--- src/rtl/pmic_bridge_pkg.sv ---
package pmic_bridge_pkg;
  localparam int HOST_AW = 16;
  localparam int HOST_DW = 32;
  localparam int SLV_AW  = 12;
  localparam int SLV_DW  = 16;

  localparam logic [HOST_AW-1:0] A_RD_CMD   = 16'h0028;
  localparam logic [HOST_AW-1:0] A_RD_RES   = 16'h002c;
  localparam logic [HOST_AW-1:0] A_Q_STAT   = 16'h0030;
  localparam logic [HOST_AW-1:0] A_EN_LO    = 16'h0040;
  localparam logic [HOST_AW-1:0] A_CFG_BASE = 16'h0044;
  localparam logic [HOST_AW-1:0] A_EN_HI    = 16'h020c;
  localparam logic [3:0]         WIN_NIBBLE = 4'h8;

  localparam int ST_EMPTY = 10;
  localparam int ST_FULL  = 11;
  localparam int ST_OVF   = 12;
  localparam int RES_BUSY = 31;

  typedef struct packed {
    logic [SLV_AW-1:0] addr;
    logic [SLV_DW-1:0] data;
  } wr_ent_t;
endpackage

--- src/rtl/pmic_bridge_wq.sv ---
module pmic_bridge_wq
  import pmic_bridge_pkg::*;
#(
  parameter int DEPTH = 8
) (
  input  logic    clk,
  input  logic    rst_n,
  input  logic    push,
  input  wr_ent_t din,
  input  logic    pop,
  output wr_ent_t dout,
  output logic    full,
  output logic    empty
);
  localparam int PW = (DEPTH > 1) ? $clog2(DEPTH) : 1;
  localparam int CW = $clog2(DEPTH + 1);

  wr_ent_t        mem_q [DEPTH];
  logic [PW-1:0]  wp_q, rp_q;
  logic [CW-1:0]  cnt_q;
  logic           do_push, do_pop;

  assign full    = (cnt_q == CW'(DEPTH));
  assign empty   = (cnt_q == '0);
  assign do_push = push && !full;
  assign do_pop  = pop && !empty;
  assign dout    = mem_q[rp_q];

  function automatic logic [PW-1:0] nxt(input logic [PW-1:0] p);
    return (p == PW'(DEPTH - 1)) ? '0 : p + 1'b1;
  endfunction

  always_ff @(posedge clk) begin
    if (do_push) mem_q[wp_q] <= din;
  end

  always_ff @(posedge clk or negedge rst_n) begin
    if (!rst_n) begin
      wp_q  <= '0;
      rp_q  <= '0;
      cnt_q <= '0;
    end else begin
      if (do_push) wp_q <= nxt(wp_q);
      if (do_pop)  rp_q <= nxt(rp_q);
      case ({do_push, do_pop})
        2'b10:   cnt_q <= cnt_q + 1'b1;
        2'b01:   cnt_q <= cnt_q - 1'b1;
        default: cnt_q <= cnt_q;
      endcase
    end
  end
endmodule

--- src/rtl/pmic_bridge_seq.sv ---
module pmic_bridge_seq
  import pmic_bridge_pkg::*;
(
  input  logic              clk,
  input  logic              rst_n,
  input  logic              q_empty,
  input  wr_ent_t           q_head,
  output logic              q_pop,
  input  logic              rd_pend,
  input  logic [SLV_AW-1:0] rd_addr,
  output logic              rd_take,
  output logic              rd_done,
  output logic              dn_valid,
  input  logic              dn_ready,
  output logic              dn_we,
  output logic [SLV_AW-1:0] dn_addr,
  output logic [SLV_DW-1:0] dn_wdata
);
  logic              v_q, we_q;
  logic [SLV_AW-1:0] a_q;
  logic [SLV_DW-1:0] d_q;

  // posted writes always win over a pending read: ordering rule
  assign q_pop   = !v_q && !q_empty;
  assign rd_take = !v_q && q_empty && rd_pend;
  assign rd_done = v_q && dn_ready && !we_q;

  always_ff @(posedge clk or negedge rst_n) begin
    if (!rst_n) begin
      v_q  <= 1'b0;
      we_q <= 1'b0;
      a_q  <= '0;
      d_q  <= '0;
    end else if (!v_q) begin
      if (q_pop) begin
        v_q  <= 1'b1;
        we_q <= 1'b1;
        a_q  <= q_head.addr;
        d_q  <= q_head.data;
      end else if (rd_take) begin
        v_q  <= 1'b1;
        we_q <= 1'b0;
        a_q  <= rd_addr;
        d_q  <= '0;
      end
    end else if (dn_ready) begin
      v_q <= 1'b0;
    end
  end

  assign dn_valid = v_q;
  assign dn_we    = we_q;
  assign dn_addr  = a_q;
  assign dn_wdata = d_q;
endmodule

--- src/rtl/pmic_bridge_chan.sv ---
module pmic_bridge_chan
  import pmic_bridge_pkg::*;
#(
  parameter int N_CHAN = 50,
  parameter int N_SW   = 2,
  parameter int CFG_W  = 32
) (
  input  logic               clk,
  input  logic               rst_n,
  input  logic               wr_en,
  input  logic [HOST_AW-1:0] wr_addr,
  input  logic [HOST_DW-1:0] wr_data,
  input  logic [HOST_AW-1:0] rd_addr,
  output logic               rd_hit,
  output logic [HOST_DW-1:0] rd_data,
  output logic [N_CHAN-1:0]  chan_en
);
  localparam int N_HW  = N_CHAN - N_SW;
  localparam int HI_N  = N_CHAN - 32;
  localparam int IDX_W = $clog2(N_HW);
  localparam logic [HOST_AW-1:0] CFG_END = A_CFG_BASE + HOST_AW'(4 * N_HW);

  logic [N_CHAN-1:0] en_q, en_d;
  logic [CFG_W-1:0]  cfg_w [N_HW];

  always_comb begin
    en_d = en_q;
    if (wr_en && wr_addr == A_EN_LO) en_d[31:0] = wr_data;
    if (wr_en && wr_addr == A_EN_HI) en_d[N_CHAN-1:32] = wr_data[HI_N-1:0];
    en_d[N_SW-1:0] = '0;
  end

  always_ff @(posedge clk or negedge rst_n) begin
    if (!rst_n) en_q <= '0;
    else        en_q <= en_d;
  end

  for (genvar g = 0; g < N_HW; g++) begin : g_cfg
    localparam logic [HOST_AW-1:0] MY_ADDR = A_CFG_BASE + HOST_AW'(4 * g);
    logic [CFG_W-1:0] word_q;
    always_ff @(posedge clk or negedge rst_n) begin
      if (!rst_n)                          word_q <= '0;
      else if (wr_en && wr_addr == MY_ADDR) word_q <= wr_data[CFG_W-1:0];
    end
    assign cfg_w[g] = word_q;
  end

  logic [HOST_AW-1:0] cfg_ofs;
  logic [IDX_W-1:0]   cfg_idx;
  logic               cfg_hit;

  assign cfg_ofs = rd_addr - A_CFG_BASE;
  assign cfg_idx = cfg_ofs[IDX_W+1:2];
  assign cfg_hit = (rd_addr >= A_CFG_BASE) && (rd_addr < CFG_END) && (rd_addr[1:0] == 2'b00);

  always_comb begin
    rd_hit  = 1'b1;
    rd_data = '0;
    if (rd_addr == A_EN_LO)      rd_data = en_q[31:0];
    else if (rd_addr == A_EN_HI) rd_data = HOST_DW'(en_q[N_CHAN-1:32]);
    else if (cfg_hit)            rd_data = HOST_DW'(cfg_w[cfg_idx]);
    else                         rd_hit  = 1'b0;
  end

  assign chan_en = en_q;
endmodule

--- src/rtl/pmic_bridge.sv ---
module pmic_bridge
  import pmic_bridge_pkg::*;
#(
  parameter int FIFO_DEPTH = 8,
  parameter int N_CHAN     = 50,
  parameter int N_SW       = 2,
  parameter int CFG_W      = 32
) (
  input  logic               clk,
  input  logic               rst_n,
  input  logic               host_sel,
  input  logic               host_we,
  input  logic [15:0]        host_addr,
  input  logic [31:0]        host_wdata,
  output logic [31:0]        host_rdata,
  output logic               dn_valid,
  input  logic               dn_ready,
  output logic               dn_we,
  output logic [11:0]        dn_addr,
  output logic [15:0]        dn_wdata,
  input  logic [15:0]        dn_rdata,
  output logic [N_CHAN-1:0]  chan_en
);
  logic host_wr, win_hit, win_wr, cmd_wr, ovf_clr;
  assign host_wr = host_sel && host_we;
  assign win_hit = (host_addr[15:12] == WIN_NIBBLE);
  assign win_wr  = host_wr && win_hit;
  assign ovf_clr = host_wr && (host_addr == A_Q_STAT) && host_wdata[ST_OVF];

  // write queue
  wr_ent_t q_din, q_head;
  logic    q_push, q_pop, q_full, q_empty;
  assign q_din.addr = host_addr[SLV_AW-1:0];
  assign q_din.data = host_wdata[SLV_DW-1:0];
  assign q_push     = win_wr && !q_full;

  pmic_bridge_wq #(.DEPTH(FIFO_DEPTH)) u_wq (
    .clk(clk), .rst_n(rst_n), .push(q_push), .din(q_din),
    .pop(q_pop), .dout(q_head), .full(q_full), .empty(q_empty)
  );

  // read command state
  logic              rd_busy_q, rd_pend_q, rd_take, rd_done;
  logic [SLV_AW-1:0] rd_addr_q, rd_echo_q;
  logic [SLV_DW-1:0] rd_data_q;
  assign cmd_wr = host_wr && (host_addr == A_RD_CMD) && !rd_busy_q;

  always_ff @(posedge clk or negedge rst_n) begin
    if (!rst_n) begin
      rd_busy_q <= 1'b0;
      rd_pend_q <= 1'b0;
      rd_addr_q <= '0;
      rd_echo_q <= '0;
      rd_data_q <= '0;
    end else begin
      if (cmd_wr) begin
        rd_busy_q <= 1'b1;
        rd_pend_q <= 1'b1;
        rd_addr_q <= host_wdata[SLV_AW-1:0];
      end
      if (rd_take) rd_pend_q <= 1'b0;
      if (rd_done) begin
        rd_busy_q <= 1'b0;
        rd_data_q <= dn_rdata;
        rd_echo_q <= rd_addr_q;
      end
    end
  end

  // sticky overflow
  logic ovf_q;
  always_ff @(posedge clk or negedge rst_n) begin
    if (!rst_n)                  ovf_q <= 1'b0;
    else if (win_wr && q_full)   ovf_q <= 1'b1;
    else if (ovf_clr)            ovf_q <= 1'b0;
  end

  pmic_bridge_seq u_seq (
    .clk(clk), .rst_n(rst_n),
    .q_empty(q_empty), .q_head(q_head), .q_pop(q_pop),
    .rd_pend(rd_pend_q), .rd_addr(rd_addr_q),
    .rd_take(rd_take), .rd_done(rd_done),
    .dn_valid(dn_valid), .dn_ready(dn_ready), .dn_we(dn_we),
    .dn_addr(dn_addr), .dn_wdata(dn_wdata)
  );

  logic              ch_hit;
  logic [HOST_DW-1:0] ch_rdata;
  pmic_bridge_chan #(.N_CHAN(N_CHAN), .N_SW(N_SW), .CFG_W(CFG_W)) u_chan (
    .clk(clk), .rst_n(rst_n),
    .wr_en(host_wr), .wr_addr(host_addr), .wr_data(host_wdata),
    .rd_addr(host_addr), .rd_hit(ch_hit), .rd_data(ch_rdata),
    .chan_en(chan_en)
  );

  // status and read mux
  logic               wq_idle;
  logic [HOST_DW-1:0] stat_w, res_w;
  assign wq_idle = q_empty && !(dn_valid && dn_we);

  always_comb begin
    stat_w           = '0;
    stat_w[ST_EMPTY] = wq_idle;
    stat_w[ST_FULL]  = q_full;
    stat_w[ST_OVF]   = ovf_q;
  end

  assign res_w = {rd_busy_q, 3'b000, rd_echo_q, rd_data_q};

  always_comb begin
    host_rdata = '0;
    if (host_sel && !host_we) begin
      if (host_addr == A_RD_RES)      host_rdata = res_w;
      else if (host_addr == A_Q_STAT) host_rdata = stat_w;
      else if (ch_hit)                host_rdata = ch_rdata;
    end
  end
endmodule

--- config.mk ---
export PLATFORM = sky130hd
export DESIGN_NAME = pmic_bridge
export DESIGN_NICKNAME = d
export VERILOG_FILES = /design/src/rtl/pmic_bridge_pkg.sv /design/src/rtl/pmic_bridge_wq.sv /design/src/rtl/pmic_bridge_seq.sv /design/src/rtl/pmic_bridge_chan.sv /design/src/rtl/pmic_bridge.sv
export SDC_FILE = /design/constraint.sdc
export NUM_CORES = 2
export LEC_CHECK = 0
export BUFFER_PORTS_ARGS = -buffer_cell sky130_fd_sc_hd__buf_2
export CAP_MARGIN = 0
export CORE_AREA = 2 2 462 464
export DETAILED_ROUTE_END_ITERATION = 6
export DIE_AREA = 0 0 464 466
export GPL_TIMING_DRIVEN = 0
export PLACE_DENSITY_LB_ADDON = 0.12
export SLEW_MARGIN = 15
export SYNTH_ARGS = -nofsm -noshare
export SYNTH_HDL_FRONTEND = slang
export SYNTH_SLANG_ARGS = --single-unit
--- constraint.sdc ---
create_clock -name clk -period 7.7 [get_ports clk]
set_clock_uncertainty 0.15 [all_clocks]
set_input_delay 1.54 -clock clk [delete_from_list [all_inputs] [get_ports clk]]
set_output_delay 1.54 -clock clk [all_outputs]
set_load 0.01 [all_outputs]
# [After elaboration in Yosys (flattened, before gate mapping)]
# Memory sizes are Yosys's and may differ from the RTL's.
# Cells that the tools add are included.
[word_totals] mem_bits_rw=224 elab_cells=251 regBits=1667 n_memories=1
[memory_table] memory="u_wq.mem_q" depth=8 word_bits=28 read_ports=1 rd_clocked_by_memory_dff=0 wr=1 line_no="pmic_bridge_wq.sv:18" text="wr_ent_t mem_q [DEPTH];"
[op_classes] n_reduce_logical=85 bitwise_logic=2 order_cmp=3 addsub=5 eq_ne=59 muxes=33
[op_table] op="$eq 16x8->1 const B" n=32
[op_table] op="$mux 32" n=9
[op_table] op="$eq 16x7->1 const B" n=16
[op_table] op="$bmux 32 s6" n=1
[op_table] op="$logic_and 1x1->1" n=70
[op_table] op="$eq 16x6->1 const B" n=3
[op_table] op="$mux 16" n=2
[op_table] op="$mux 12" n=2
[op_table] op="$eq 16x10->1 const B" n=1
[op_table] op="$eq 16x9->1 const B" n=1
[op_table] op="$ge 16x7->1 const B" n=1
[op_table] op="$lt 16x9->1 const B" n=1
[op_table] op="$mux 1" n=16
[op_table] op="$reduce_bool 2->1" n=5
[op_table] op="$eq 4x4->1 const B" n=2
[op_table] op="$pmux 4 s2" n=1
[op_table] op="$sub 8x7->8 const B" n=1
[op_table] op="$ge 7x7->1 const B" n=1
[op_table] op="$logic_not 1->1" n=7
[op_table] op="$not 6->7" n=1
[op_table] op="$add 3x1->3 const B" n=2
[op_table] op="$eq 3x3->1 const B" n=2
[op_table] op="$mux 3" n=2
[op_table] op="$add 4x1->4 const B" n=1
[op_table] op="7 further kinds" n=7

# [Longest topological paths before layout]
[depth] depth_word=12 mapped_depth=16 mapped_depth_nobuf=11

# [Hierarchy]
# From an unflattened synthesis, not the netlist that was laid out.
[hier_totals] hier_cells=5472 hier_area_um2=85328.1
[modules_own_cells] module="pmic_bridge_chan" area_per_inst_um2=72385.7 n_inst=1 seq_area_each_um2=39638.0 cells_per_inst=4750
[modules_own_cells] module="pmic_bridge_wq" area_per_inst_um2=9202.6 n_inst=1 seq_area_each_um2=6976.7 cells_per_inst=392
[modules_own_cells] module="pmic_bridge" area_per_inst_um2=2434.8 n_inst=1 seq_area_each_um2=1076.0 cells_per_inst=228
[modules_own_cells] module="pmic_bridge_seq" area_per_inst_um2=1305.0 n_inst=1 seq_area_each_um2=750.7 cells_per_inst=102

# [Worst setup path before layout]
# No wires, ideal clock.
[synth_timing] path_type="input to output" startpoint="input port host_addr[2]" endpoint="output port host_rdata[0]" required_time_ns=6.010 stages=14 arrival_ns=4.798 path_slack_ns=1.212 cell_sequence="buf_2 -> buf_2 -> buf_4 -> buf_4 -> clkinv_1 -> clkbuf_1 -> ha_1 -> buf_2 -> buf_2 -> clkbuf_1 -> mux4_2 -> mux4_2 -> o21ai_0 -> o22ai_1"
[synth_via] elab_chain_len=12 word_cells_on_any_way=23 classes_between="1 x add/sub; 2 x order compare; 4 x eq/ne; 13 x mux; 1 x bitwise; 2 x reduce/logical"
[synth_rtl] item="from (decl)" line_no="pmic_bridge.sv:13" text="input logic [15:0] host_addr,"
[synth_rtl] item="$sub 8x7->8" line_no="pmic_bridge_chan.sv:52" text="assign cfg_ofs = rd_addr - A_CFG_BASE;"
[synth_rtl] item="$not 6->7 (not written as such)" line_no="pmic_bridge_chan.sv:61" text="else if (cfg_hit) rd_data = HOST_DW'(cfg_w[cfg_idx]);"
[synth_rtl] item="$bmux 32 s6" line_no="pmic_bridge_chan.sv:61"
[synth_rtl] item="$mux 32 (not written as such) (2 in a row)" line_no="pmic_bridge_chan.sv:61"
[synth_rtl] item="$mux 32" line_no="pmic_bridge_chan.sv:61"
[synth_rtl] item="$mux 32" line_no="pmic_bridge_chan.sv:60" text="else if (rd_addr == A_EN_HI) rd_data = HOST_DW'(en_q[N_CHAN-1:32]);"
[synth_rtl] item="$mux 32" line_no="pmic_bridge_chan.sv:59" text="if (rd_addr == A_EN_LO) rd_data = en_q[31:0];"
[synth_rtl] item="$mux 32" line_no="pmic_bridge.sv:115" text="else if (ch_hit) host_rdata = ch_rdata;"
[synth_rtl] item="$mux 32" line_no="pmic_bridge.sv:114" text="else if (host_addr == A_Q_STAT) host_rdata = stat_w;"
[synth_rtl] item="$mux 32 (*)" line_no="pmic_bridge.sv:113" text="if (host_addr == A_RD_RES) host_rdata = res_w;"
[synth_rtl] item="$mux 32 (*)" line_no="pmic_bridge.sv:112" text="if (host_sel && !host_we) begin"
[synth_rtl] item="to (decl)" line_no="pmic_bridge.sv:15" text="output logic [31:0] host_rdata,"
# Every way passes the cells marked *; elsewhere a longest branch is shown, timed or not. The select of a mux whose other input is x is not followed.

# [Final worst setup path]
[layout_timing] startpoint="input port host_addr[14]" endpoint="output port host_rdata[9]"
[layout_via] elab_chain_len=10 word_cells_on_any_way=18 classes_between="2 x order compare; 4 x eq/ne; 10 x mux; 2 x reduce/logical"
[layout_rtl] item="$ge 16x7->1 or $lt 16x9->1 (tied branches)" line_no="pmic_bridge_chan.sv:54" text="assign cfg_hit = (rd_addr >= A_CFG_BASE) && (rd_addr < CFG_END) && (rd_addr[1:0] == 2'b00);"
[layout_rtl] item="$logic_and 1x1->1 (2 in a row)" line_no="pmic_bridge_chan.sv:54"
[layout_rtl] item="$mux 32 or $mux 1 (tied branches)" line_no="pmic_bridge_chan.sv:61"
[layout_rtl] item="$mux 32 or $mux 1 (tied branches)" line_no="pmic_bridge_chan.sv:60"
[layout_rtl] item="$mux 32 or $mux 1 (tied branches)" line_no="pmic_bridge_chan.sv:59"
[layout_rtl] item="$mux 32" line_no="pmic_bridge.sv:115"
[layout_rtl] item="$mux 32" line_no="pmic_bridge.sv:114"
[layout_rtl] item="$mux 32 (*)" line_no="pmic_bridge.sv:113"
[layout_rtl] item="$mux 32 (*)" line_no="pmic_bridge.sv:112"
# Every way passes the cells marked *; elsewhere a longest branch is shown, timed or not.

==> impl_metrics.yaml <==
power_and_ir_drop:
  power-per-cell-area_nw_per_um2: 235
  leakage_uw: 0.0454
  power_uw: 22800
  irDropWorstVdd_mv: 0.244
sta:
  maxSlewHeadroom_pct: 14.5
  setup_viol: 1
  tightest_slew_ps: 1280
  finalMaxSlewViolations: 0
  min_period_ps: 7720
  final-hold-violation-count: 0
  fmax_mhz: 130
  whs_ps: 325
  period_share_pct: 100
  setup_ws_ps: -17.9
  rsz0062_at_grt: "no"
worst_setup_path:
  cp.arrival_ps: 6030
  cpMaxStageDelayCell: "nor3_2"
  max_stage_delay_ps: 1040
  crit_buf_inv: 3
  crit_end: "host_rdata[9]"
  cp.required_ps: 6010
  path_class: "input port to output pin"
  path_delay_family: "simple AND/OR/NAND/NOR gates"
  cp_cell_sequence: "buf_2, nor3_1, nand2_1, nor3_2, clkbuf_1, a222oi_1, o22ai_2, buf_2"
  end_kind: "output pin"
  r2r_slack_ps: 3990
  cp.depth: 8
  crit_top_cell: "buf_2"
  path_max_fanout: 10
  startpoint_type: "input port"
  r2r-end: "u_wq.cnt_q[3]"
  rr_worst_depth: 12
  cp-startpoint: "host_addr[14]"
  rr_startpoint: "u_wq.cnt_q[1]"
status:
  violations: "negative setup slack"
  outcome: "complete, but fails checks"
logic_synthesis:
  yosysSeqAreaShare_pct: 57.7
  synth_compound_gate_area_share_pct: 2.28
  synth_top_family_by_area: "multiplexers"
  synth_area_per_cell_um2: 16.2
  ys.flop_type: "dfrtp_1"
  ys_warn_count: 0
  synthSimpleGateAreaFrac_pct: 1.78
  synth_xor_area_share_pct: 0.127
  synthMuxAreaShare_pct: 35.3
  ys_async_sr_fraction_pct: 88.2
  synth_edf_count: 224
  synthAdderAreaFrac_pct: 0.188
  syn_area_um2: 84000
  synth_cells: 5194
  synth_cell_type_count: 72
  synth-seq-cells: 1891
place:
  portBuffers: 162
  place_ws_ps: -2910
  dp_hpwl_um: 204000
  gp_congestion: 0.915
floorplan:
  rows: 169
  start_util_pct: 39.7
  core_area_um2: 211000
  fp.dieH_um: 466
  ios: 181
  fp.dieArea_um2: 216000
  die_w_um: 464
clocking:
  htree_levels: 4
  root_buffer: "clkbuf_16"
  clock_latency_ps: 870
  cts.hold.buffers_added: 0
  cts_made_buffers: 206
  cts.sink_count: 1891
  cts.reportedPaths.clkPinSlew_ps: 60
  cts_buffer_depth: 3
  cts_tree: "built"
detailed_routing:
  avgRoutedWirePerCell_um: 32.9
  wl_met2_um: 134000
  antenna_left: 0
  route.detailed.drc: 0
  vias: 49862
  drt_wl_total_um: 284000
  vias_per_cell: 5.79
  drt_iter0_drc: 4319
  firstDrtPassIters: 6
  wl_met3_um: 16500
  highest_layer: "met5"
  wl_met1_um: 119000
cells_and_area:
  drive_above_1_share_pct: 50.2
  area_growth_pct: 15.4
  area.sequential_um2: 48400
  nets: 5693
  final_core_util_pct: 45.9
  multi_input_area_um2: 33900
  fillerInstances: 18571
global_routing:
  antenna_found_initial: 17
  grt_pass1_wl_um: 402000
  track_usage_pct: 26.3
  grt_pass1_vias: 51952
  grt_max_degree: 146
  grt_overflow: 0
job:
  cap_viol_max_count: 0
worst_hold_path:
  whs_path_depth: 2
  hp-class: "flop to flop"
[layout make-up]
type / instances / area share [%]
Antenna cell: 8 / 0.0207
Timing Repair Buffer: 210 / 1.62
Clock buffer: 323 / 6.42
Sequential cell: 1891 / 50.0
Multi-Input combinational cell: 2802 / 35.0
Inverter: 12 / 0.0594
Tap cell: 2821 / 3.64
Clock inverter: 57 / 0.646
Buffer: 489 / 2.57
[layout by cell type (no fill, tap or decap), types with 31 or more instances in the layout]
| master | Yosys | final |
|---|---|---|
| edfxtp_1 | 224 | 224 |
| clkbuf_8 | 0 | 69 |
| nand2_1 | 179 | 179 |
| buf_1 | 96 | 90 |
| clkbuf_1 | 237 | 253 |
| a22oi_1 | 55 | 51 |
| nor2_1 | 39 | 35 |
| dfrtp_1 | 1667 | 1667 |
| o21ai_0 | 59 | 53 |
| clkinv_2 | 0 | 34 |
| mux2i_1 | 71 | 62 |
| clkbuf_16 | 0 | 209 |
| mux4_2 | 473 | 473 |
| buf_2 | 117 | 265 |
| buf_4 | 37 | 59 |
| mux2_2 | 1594 | 1594 |
| a21oi_1 | 40 | 31 |
| o22ai_1 | 64 | 33 |
[routing by layer]
layer  vias to the layer above  track usage (%)
met5                         -                0
met4                         4             11.1
met3                       464             4.52
met2                      1552             42.3
met1                     27374             35.3
li1                      20468                -
[through the flow]
| stage | std cells | setup TNS (ps) | area [µm²] |
|---|---|---|---|
| after floorplan | 5195 | 0 | 84000 |
| after global placement | 8178 | - | 88300 |
| after detailed placement | 8217 | -82520 | 89100 |
| after CTS | 8605 | 0 | 96800 |
| after global routing | 8606 | 0 | 96800 |
| final | 8613 | -17.9 | 96900 |
[tightest hold or removal path, delay by kind of cell (launching register included)]
family | cells | cell delay, ps
DFF | 1 | 340
AOI/OAI and AO/OA | 1 | 60
and+or+nand+nor | 1 | 40
[cells by family (layout without fill, tap and decap cells)]
logic type      after synthesis  after routing
buf+inv                     502           1091
fa+ha+maj                    12             12
compound gates              288            288
xor+xnor                     10             10
flops                      1891           1891
other cells                   1             10
mux                        2168           2168
simple gates                322            322
[report_power, final]
part / total, µW / switching (µW) / internal, µW
Sequential: 10300 / 105 / 10200
Combinational: 2400 / 1600 / 799
Clock: 10000 / 4260 / 5750
[cell usage after synthesis, drive strengths merged, types with 3 or more instances]
| cell | number | area (µm²) |
|---|---|---|
| dfrtp | 1667 | 41700 |
| mux2 | 1624 | 18300 |
| mux4 | 473 | 10700 |
| buf | 253 | 1260 |
| clkbuf | 237 | 890 |
| edfxtp | 224 | 6730 |
| nand2 | 180 | 678 |
| mux2i | 71 | 711 |
| o22ai | 64 | 400 |
| o21ai | 63 | 315 |
| a22oi | 55 | 413 |
| a21oi | 42 | 218 |
| nor2 | 41 | 164 |
| nand3 | 28 | 140 |
| nor3 | 19 | 110 |
| a222oi | 12 | 120 |
| nand2b | 12 | 75.1 |
| o221ai | 12 | 105 |
| a31oi | 11 | 68.8 |
| ha | 11 | 138 |
| inv | 11 | 41.3 |
| and2 | 6 | 37.5 |
| nor4 | 6 | 52.6 |
| xnor2 | 6 | 52.6 |
| a221o | 5 | 50.1 |
| or3 | 5 | 31.3 |
| a22o | 4 | 35.0 |
| nand3b | 4 | 30.0 |
| nor2b | 4 | 25.0 |
| xor2 | 4 | 53.8 |
| a21o | 3 | 22.5 |
| and3 | 3 | 18.8 |
| or2 | 3 | 21.3 |
[sequential cells by signal (all words and copies together) (netlist names), 4 cells and up]
signal / flops
u_chan.g_cfg.word_q: 1536
u_wq.mem_q: 224
u_chan.chan_en: 48
rd_data_q: 16
u_seq.dn_wdata: 16
rd_addr_q: 12
rd_echo_q: 12
u_seq.dn_addr: 12
u_wq.cnt_q: 4
[timing repair]
action                     4_1_cts  5_1_grt
setup endpoints to repair       32       31
gates resized for setup        201       13
pin swaps                       10        3
buffers inserted                 9        0
[worst min path at each step]
stage	from	end	slack, ps
6_report	u_seq.dn_wdata[6]	u_seq.dn_wdata[6]	330
5_1_grt	u_chan.g_cfg[5].word_q[23]	u_chan.g_cfg[5].word_q[23]	350
4_1_cts	u_seq.dn_wdata[6]	u_seq.dn_wdata[6]	330
3_5_place_dp	u_seq.dn_wdata[6]	u_seq.dn_wdata[6]	320
3_3_place_gp	u_seq.dn_wdata[5]	u_seq.dn_wdata[5]	310
2_1_floorplan	ovf_q	ovf_q	300
Power figures use the tool's default switching activity.
